## config.mk

```make
export PLATFORM = sky130hd
export DESIGN_NAME = ocmp_timer
export DESIGN_NICKNAME = d
export VERILOG_FILES = /design/src/rtl/ocmp_pkg.sv /design/src/rtl/ocmp_counter.sv /design/src/rtl/ocmp_channel.sv /design/src/rtl/ocmp_regs.sv /design/src/rtl/ocmp_pin_ctrl.sv /design/src/rtl/ocmp_timer.sv
export SDC_FILE = /design/constraint.sdc
export NUM_CORES = 1
export LEC_CHECK = 0
export BUFFER_PORTS_ARGS = -buffer_cell sky130_fd_sc_hd__buf_2
export CAP_MARGIN = 0
export CORE_AREA = 2 2 113 115
export DETAILED_ROUTE_END_ITERATION = 10
export DIE_AREA = 0 0 115 117
export PLACE_DENSITY = 0.72
export REMOVE_ABC_BUFFERS = 1
export SYNTH_ARGS = -nofsm -noshare
export SYNTH_HDL_FRONTEND = slang
export SYNTH_HIERARCHICAL = 1
export SYNTH_SLANG_ARGS = --single-unit
```

## constraint.sdc

```tcl
create_clock -name clk -period 2.06 [get_ports clk]
set_input_delay 0.206 -clock clk [delete_from_list [all_inputs] [get_ports clk]]
set_output_delay 0.206 -clock clk [all_outputs]
set_load 0.005 [all_outputs]
```

## src/rtl/ocmp_pkg.sv

```systemverilog
package ocmp_pkg;

   typedef enum logic [1:0] {
      ACT_HOLD   = 2'b00,
      ACT_TOGGLE = 2'b01,
      ACT_LOW    = 2'b10,
      ACT_HIGH   = 2'b11
   } act_e;

   localparam int unsigned A_CNT  = 0;
   localparam int unsigned A_ARM  = 1;
   localparam int unsigned A_ACT  = 2;
   localparam int unsigned A_FLAG = 3;
   localparam int unsigned A_MASK = 4;
   localparam int unsigned A_DATA = 5;
   localparam int unsigned A_DDR  = 6;
   localparam int unsigned A_PORT = 7;
   localparam int unsigned A_CMP0 = 8;

endpackage

```

## src/rtl/ocmp_counter.sv

```systemverilog
module ocmp_counter #(
   parameter int unsigned CW = 16
) (
   input  logic          clk,
   input  logic          rst_n,
   input  logic          en,
   output logic [CW-1:0] cnt
);

   generate
      if (CW < 2) begin : g_bad_width
         $error("ocmp_counter: CW must be at least 2");
      end
   endgenerate

   always_ff @(posedge clk) begin
      if (!rst_n)
         cnt <= '0;
      else if (en)
         cnt <= cnt + 1'b1;
   end

endmodule

```

## src/rtl/ocmp_channel.sv

```systemverilog
module ocmp_channel #(
   parameter int unsigned CW = 16
) (
   input  logic          clk,
   input  logic          rst_n,
   input  logic          cnt_en,
   input  logic          armed,
   input  logic [CW-1:0] cnt,
   input  logic [CW-1:0] cmp,
   input  logic          flag_clr,
   output logic          match,
   output logic          flag
);

   assign match = cnt_en & armed & (cnt == cmp);

   always_ff @(posedge clk) begin
      if (!rst_n)
         flag <= 1'b0;
      else
         flag <= (flag & ~flag_clr) | match;
   end

endmodule

```

## src/rtl/ocmp_regs.sv

```systemverilog
module ocmp_regs
   import ocmp_pkg::*;
#(
   parameter int unsigned NCH = 4,
   parameter int unsigned CW  = 16,
   parameter int unsigned DW  = 16,
   parameter int unsigned AW  = 4,
   localparam int unsigned ACTW = 2 * (NCH - 1)
) (
   input  logic              clk,
   input  logic              rst_n,
   input  logic              wr,
   input  logic [AW-1:0]     addr,
   input  logic [DW-1:0]     wdata,
   input  logic [CW-1:0]     cnt,
   input  logic [NCH-1:0]    flag,
   input  logic [NCH-1:0]    port,
   output logic [NCH-1:0]    arm,
   output logic [ACTW-1:0]   act,
   output logic [NCH-1:0]    mask,
   output logic [NCH-1:0]    data3,
   output logic [NCH-1:0]    ddr,
   output logic [NCH*CW-1:0] cmp_flat,
   output logic [NCH-1:0]    flag_clr,
   output logic              port_we,
   output logic [DW-1:0]     rdata
);

   function automatic logic hit(input logic [AW-1:0] a, input int unsigned target);
      return a == AW'(target);
   endfunction

   always_ff @(posedge clk) begin
      if (!rst_n) begin
         arm   <= '0;
         act   <= '0;
         mask  <= '0;
         data3 <= '0;
         ddr   <= '0;
      end else if (wr) begin
         if (hit(addr, A_ARM))  arm   <= wdata[NCH-1:0];
         if (hit(addr, A_ACT))  act   <= wdata[ACTW-1:0];
         if (hit(addr, A_MASK)) mask  <= wdata[NCH-1:0];
         if (hit(addr, A_DATA)) data3 <= wdata[NCH-1:0];
         if (hit(addr, A_DDR))  ddr   <= wdata[NCH-1:0];
      end
   end

   generate
      for (genvar n = 0; n < NCH; n++) begin : g_cmp
         always_ff @(posedge clk) begin
            if (!rst_n)
               cmp_flat[n*CW +: CW] <= '0;
            else if (wr && hit(addr, A_CMP0 + n))
               cmp_flat[n*CW +: CW] <= wdata[CW-1:0];
         end
      end
   endgenerate

   assign flag_clr = (wr && hit(addr, A_FLAG)) ? wdata[NCH-1:0] : '0;
   assign port_we  = wr && hit(addr, A_PORT);

   always_comb begin
      rdata = '0;
      if (hit(addr, A_CNT))  rdata = DW'(cnt);
      if (hit(addr, A_ARM))  rdata = DW'(arm);
      if (hit(addr, A_ACT))  rdata = DW'(act);
      if (hit(addr, A_FLAG)) rdata = DW'(flag);
      if (hit(addr, A_MASK)) rdata = DW'(mask);
      if (hit(addr, A_DATA)) rdata = DW'(data3);
      if (hit(addr, A_DDR))  rdata = DW'(ddr);
      if (hit(addr, A_PORT)) rdata = DW'(port);
      for (int n = 0; n < NCH; n++)
         if (hit(addr, A_CMP0 + n)) rdata = DW'(cmp_flat[n*CW +: CW]);
   end

endmodule

```

## src/rtl/ocmp_pin_ctrl.sv

```systemverilog
module ocmp_pin_ctrl
   import ocmp_pkg::*;
#(
   parameter int unsigned NCH = 4,
   localparam int unsigned ACTW = 2 * (NCH - 1)
) (
   input  logic            clk,
   input  logic            rst_n,
   input  logic            port_we,
   input  logic [NCH-1:0]  port_wdata,
   input  logic [NCH-1:0]  match,
   input  logic [ACTW-1:0] act,
   input  logic [NCH-1:0]  arm,
   input  logic [NCH-1:0]  mask,
   input  logic [NCH-1:0]  data3,
   input  logic [NCH-1:0]  ddr,
   output logic [NCH-1:0]  port_q,
   output logic [NCH-1:0]  oe
);

   localparam int unsigned MST = NCH - 1;

   logic [NCH-1:0] nxt;

   generate
      for (genvar i = 0; i < NCH; i++) begin : g_pin
         logic base;
         logic own;
         assign base = port_we ? port_wdata[i] : port_q[i];

         if (i < MST) begin : g_act
            act_e code;
            assign code = act_e'(act[2*i +: 2]);
            always_comb begin
               own = base;
               if (match[i]) begin
                  unique case (code)
                     ACT_HOLD:   own = base;
                     ACT_TOGGLE: own = ~port_q[i];
                     ACT_LOW:    own = 1'b0;
                     ACT_HIGH:   own = 1'b1;
                  endcase
               end
            end
         end else begin : g_noact
            assign own = base;
         end

         assign nxt[i] = (match[MST] && mask[i]) ? data3[i] : own;
      end
   endgenerate

   always_ff @(posedge clk) begin
      if (!rst_n)
         port_q <= '0;
      else
         port_q <= nxt;
   end

   assign oe = ddr | (arm & mask);

endmodule

```

## src/rtl/ocmp_timer.sv

```systemverilog
module ocmp_timer
   import ocmp_pkg::*;
#(
   parameter int unsigned NCH = 4,
   parameter int unsigned CW  = 16,
   parameter int unsigned DW  = 16,
   parameter int unsigned AW  = 4
) (
   input  logic           clk,
   input  logic           rst_n,
   input  logic           cnt_en,
   input  logic           bus_wr,
   input  logic [AW-1:0]  bus_addr,
   input  logic [DW-1:0]  bus_wdata,
   output logic [DW-1:0]  bus_rdata,
   output logic [NCH-1:0] pin_out,
   output logic [NCH-1:0] pin_oe
);

   localparam int unsigned ACTW = 2 * (NCH - 1);

   generate
      if (NCH < 2) begin : g_bad_nch
         $error("ocmp_timer: NCH must be at least 2");
      end
      if (DW < CW || DW < NCH || DW < ACTW) begin : g_bad_dw
         $error("ocmp_timer: DW too narrow for the register fields");
      end
      if ((2 ** AW) < (A_CMP0 + NCH)) begin : g_bad_aw
         $error("ocmp_timer: AW too narrow for the compare registers");
      end
   endgenerate

   logic [CW-1:0]     cnt_q;
   logic [NCH-1:0]    arm;
   logic [ACTW-1:0]   act;
   logic [NCH-1:0]    mask;
   logic [NCH-1:0]    data3;
   logic [NCH-1:0]    ddr;
   logic [NCH*CW-1:0] cmp_flat;
   logic [NCH-1:0]    flag_clr;
   logic              port_we;
   logic [NCH-1:0]    match;
   logic [NCH-1:0]    flag;

   ocmp_counter #(.CW(CW)) u_cnt (
      .clk (clk),
      .rst_n (rst_n),
      .en (cnt_en),
      .cnt (cnt_q)
   );

   ocmp_regs #(.NCH(NCH), .CW(CW), .DW(DW), .AW(AW)) u_regs (
      .clk (clk),
      .rst_n (rst_n),
      .wr (bus_wr),
      .addr (bus_addr),
      .wdata (bus_wdata),
      .cnt (cnt_q),
      .flag (flag),
      .port (pin_out),
      .arm (arm),
      .act (act),
      .mask (mask),
      .data3 (data3),
      .ddr (ddr),
      .cmp_flat (cmp_flat),
      .flag_clr (flag_clr),
      .port_we (port_we),
      .rdata (bus_rdata)
   );

   generate
      for (genvar n = 0; n < NCH; n++) begin : g_ch
         ocmp_channel #(.CW(CW)) u_ch (
            .clk (clk),
            .rst_n (rst_n),
            .cnt_en (cnt_en),
            .armed (arm[n]),
            .cnt (cnt_q),
            .cmp (cmp_flat[n*CW +: CW]),
            .flag_clr (flag_clr[n]),
            .match (match[n]),
            .flag (flag[n])
         );
      end
   endgenerate

   ocmp_pin_ctrl #(.NCH(NCH)) u_pins (
      .clk (clk),
      .rst_n (rst_n),
      .port_we (port_we),
      .port_wdata (bus_wdata[NCH-1:0]),
      .match (match),
      .act (act),
      .arm (arm),
      .mask (mask),
      .data3 (data3),
      .ddr (ddr),
      .port_q (pin_out),
      .oe (pin_oe)
   );

endmodule

```

==> summary.md <==
| Metric | Value |
|---|---|
| Detail Route Antenna Nets | `0` |
| Util after Layout | `0.604` |
| Diode count | `0` |
| Placed cells | `948` |
| Worst endpoint data arrival time | `1.80 ns` |
| Largest net degree at the start of global routing | `51` |
| Worst-Margin Slew | `0.615 ns` |
| Ratio of cells with drive above 1 in the final layout | `0.212` |
| Worst hold slack | `0.112 ns` |
| Sequential area share after synthesis | `0.337` |
| Top Family by Delay on Critical Path | `buffers and inverters` |
| Die area | `0.0135 mm²` |
| Buf/Inv on CP | `3` |
| Maxcap violations | `0` |
| DR pass1 iterations | `5` |
| Hold Path Class | `primary input to flip-flop` |
| Vias in the first global route | `5718` |
| CTS tree | `yes` |
| CTS Hold Bufs | `0` |
| Cell Chain, Critical Path | `buf_2 > buf_4 > and4bb_2 > a221oi_2 > a21oi_1 > buf_2` |
| Nets@finish | `837` |
| Wire per inst | `21.6 µm` |
| Initial Utilization | `0.531` |
| Syn avg cell area | `8.76 µm²` |
| GP Congestion | `0.941` |
| Iter 0 DRT Violations | `496` |
| Distinct cell type count after synthesis | `65` |
| Fin cells | `967` |
| H-tree level count | `3` |
| CP Max Fanout | `11` |
| Crit start category | `primary input` |
| Die height | `117 µm` |
| Final setup skew | `0.00827 ns` |
| Post-DP HPWL | `16100 µm` |
| CP required | `1.85 ns` |
| CP endpoint kind | `output port` |
| Drt total wl | `20800 µm` |
| Via Count | `5865` |
| Clock Tree Buf Depth | `2` |
| First-pass GRT wire length | `32400 µm` |
| Fin crit period | `2.01 ns` |
| Total power | `4.37 mW` |
| Io pins | `48` |
| Final setup violating endpoints | `0` |
| CTS buffer count | `9` |
| P_leak | `3.27 nW` |
| Clock sink total | `110` |
| Status | `completed` |
| Vias per inst | `6.07` |
| Initial antenna violation count | `0` |
| Tot GR Track Use | `0.318` |
| Core Footprint | `0.0123 mm²` |
| Yosys warns | `6` |
| Placement Cell Area | `0.00707 mm²` |
| Clock latency reported for the late side of the worst-skew pair | `0.36 ns` |
| Worst slew margin | `0.590` |
| Post-synth ARST share | `0` |
| Post-route cell area | `0.00743 mm²` |
| Max-slew violations | `0` |
| EDFF count, synth | `0` |
| Final hold vios | `0` |
| DRC | `0` |
| RSZ-0062 raised after global routing | `false` |
| Grt ovf | `0` |
| Max stage delay on crit path | `0.39 ns` |
| Area delta synth->final | `13.7%` |
| Worst setup path category | `primary input to output port` |
| Synth Cell Area | `0.00654 mm²` |
| Rows | `41` |
| Critical-path top delay cell | `and4bb_2` |
| Clk slew on worst S/H paths | `0.07 ns` |
| Fmax | `0.498 GHz` |
| Fin crit share | `0.974` |
| PwrDens | `588 mW/mm²` |
| Die Wd | `115 µm` |
| IO Port Bufs | `47` |
| Yosys reg bits | `110` |
| Root buf cell | `clkbuf_16` |
| Main synth FF type | `dfxtp_1` |
| Cells after synthesis | `746` |
| Worst path most repeated cell | `buf_2` |
| Maximum vdd drop | `360 µV` |
## final timing paths
path	start	endpoint	slack, ns	cells after the start
setup / recovery	bus_addr[3]	bus_rdata[8]	0.05	6
hold / removal	bus_wdata[14]	u_regs/cmp_flat[46]	0.11	3
setup reg to reg	u_cnt/cnt[11]	u_pins/port_q[0]	0.12	7
hold reg to reg	u_regs/cmp_flat[42]	u_regs/cmp_flat[42]	0.50	2
## kinds of logic after synthesis
family          Yosys count  synth area share
fa+ha+maj                 1           0.00191
xor+xnor                 74            0.0992
buf+inv                  48            0.0456
compound gates          147             0.167
mux                      60            0.0997
simple gates            306             0.249
flops                   110             0.337
## final cells by class
type                       count  area, µm²
clock inverter                 2       15.0
tap                          150        188
clock buffer                  14        274
fill                        1099       4880
sequential                   110       2220
timing repair buffer          97        651
inverter                       6       22.5
multi-input combinational    588       4060
## Yosys cell counts, drive strengths merged, types with 5 or more instances
master	instances	area [µm²]
o2bb2ai	7	61.3
mux2	5	56.3
nor2b	38	238
nand3b	6	48.8
o21ai	26	130
and2	9	56.3
nor2	37	141
a21boi	52	458
nand2	131	492
xnor2	6	52.6
nor4	31	259
nor3	10	72.6
a21oi	20	100
nand2b	8	50.1
clkbuf	14	52.6
nand4	7	58.8
o221ai	7	61.3
dfxtp	110	2200
nand3	14	80.1
xor2	68	596
a22oi	9	67.6
a32oi	5	43.8
mux2i	52	521
a21o	5	37.5
buf	28	223
inv	6	22.5
## metal layers
layer | track usage | part of all wire
met5 | 0 | 0
met1 | 0.412 | 0.44
met2 | 0.538 | 0.48
met3 | 0.0422 | 0.056
met4 | 0.129 | 0.030
## through the flow
step	setup slack [ns]	setup TNS (ns)
global route	0.00388	0
CTS	0.000354	0
finish	0.0535	0
global placement	-0.167	-0.167
detailed placement	-0.179	-0.179
floorplan	0.355	0
## placed cells by master, fill, tap and decap left out, types with 6 or more instances in the layout
cell and count:
a21oi_1 20, buf_2 46, nand3_1 12, nor2_1 36, o221ai_1 7, nand2b_1 8, nand4_1 6, buf_4 47
a21boi_1 12, clkbuf_16 9, xor2_1 68, o21ai_1 8, nor2b_1 37, a21boi_0 22, nand2_1 131, o21ai_0 18
nor4_1 22, dfxtp_1 100, dfxtp_2 9, xnor2_1 6, nor4_2 6, a21boi_2 18, nor3_1 8, a22oi_1 9
inv_1 6, and2_1 9, mux2i_1 52, o2bb2ai_1 7
## worst min-delay path, stage by stage
cell      delay [ns]
buf_2           0.12
nand2_1         0.05
a21boi_1        0.05
## flip-flops by register name, summed over array words and instances (netlist names)
signal	count
u_cnt/cnt	16
u_regs/arm	4
u_regs/cmp_flat	64
u_regs/act	6
u_regs/mask	4
u_pins/port_q	4
u_regs/data3	4
g_ch.u_ch/flag	4
u_regs/ddr	4
## power breakdown
group / internal, mW / switching, mW / total, mW
Sequential: 2.15 / 0.0370 / 2.19
Combinational: 0.205 / 0.284 / 0.489
Clock: 0.921 / 0.767 / 1.69
Total: 3.28 / 1.09 / 4.37
## timing repair
item,4_1_cts,5_1_grt
buffers inserted,0,3
setup endpoints to repair,2,5
pin swaps,0,1
resized for setup,4,14
No activity file was read; power rests on OpenSTA's default activity.
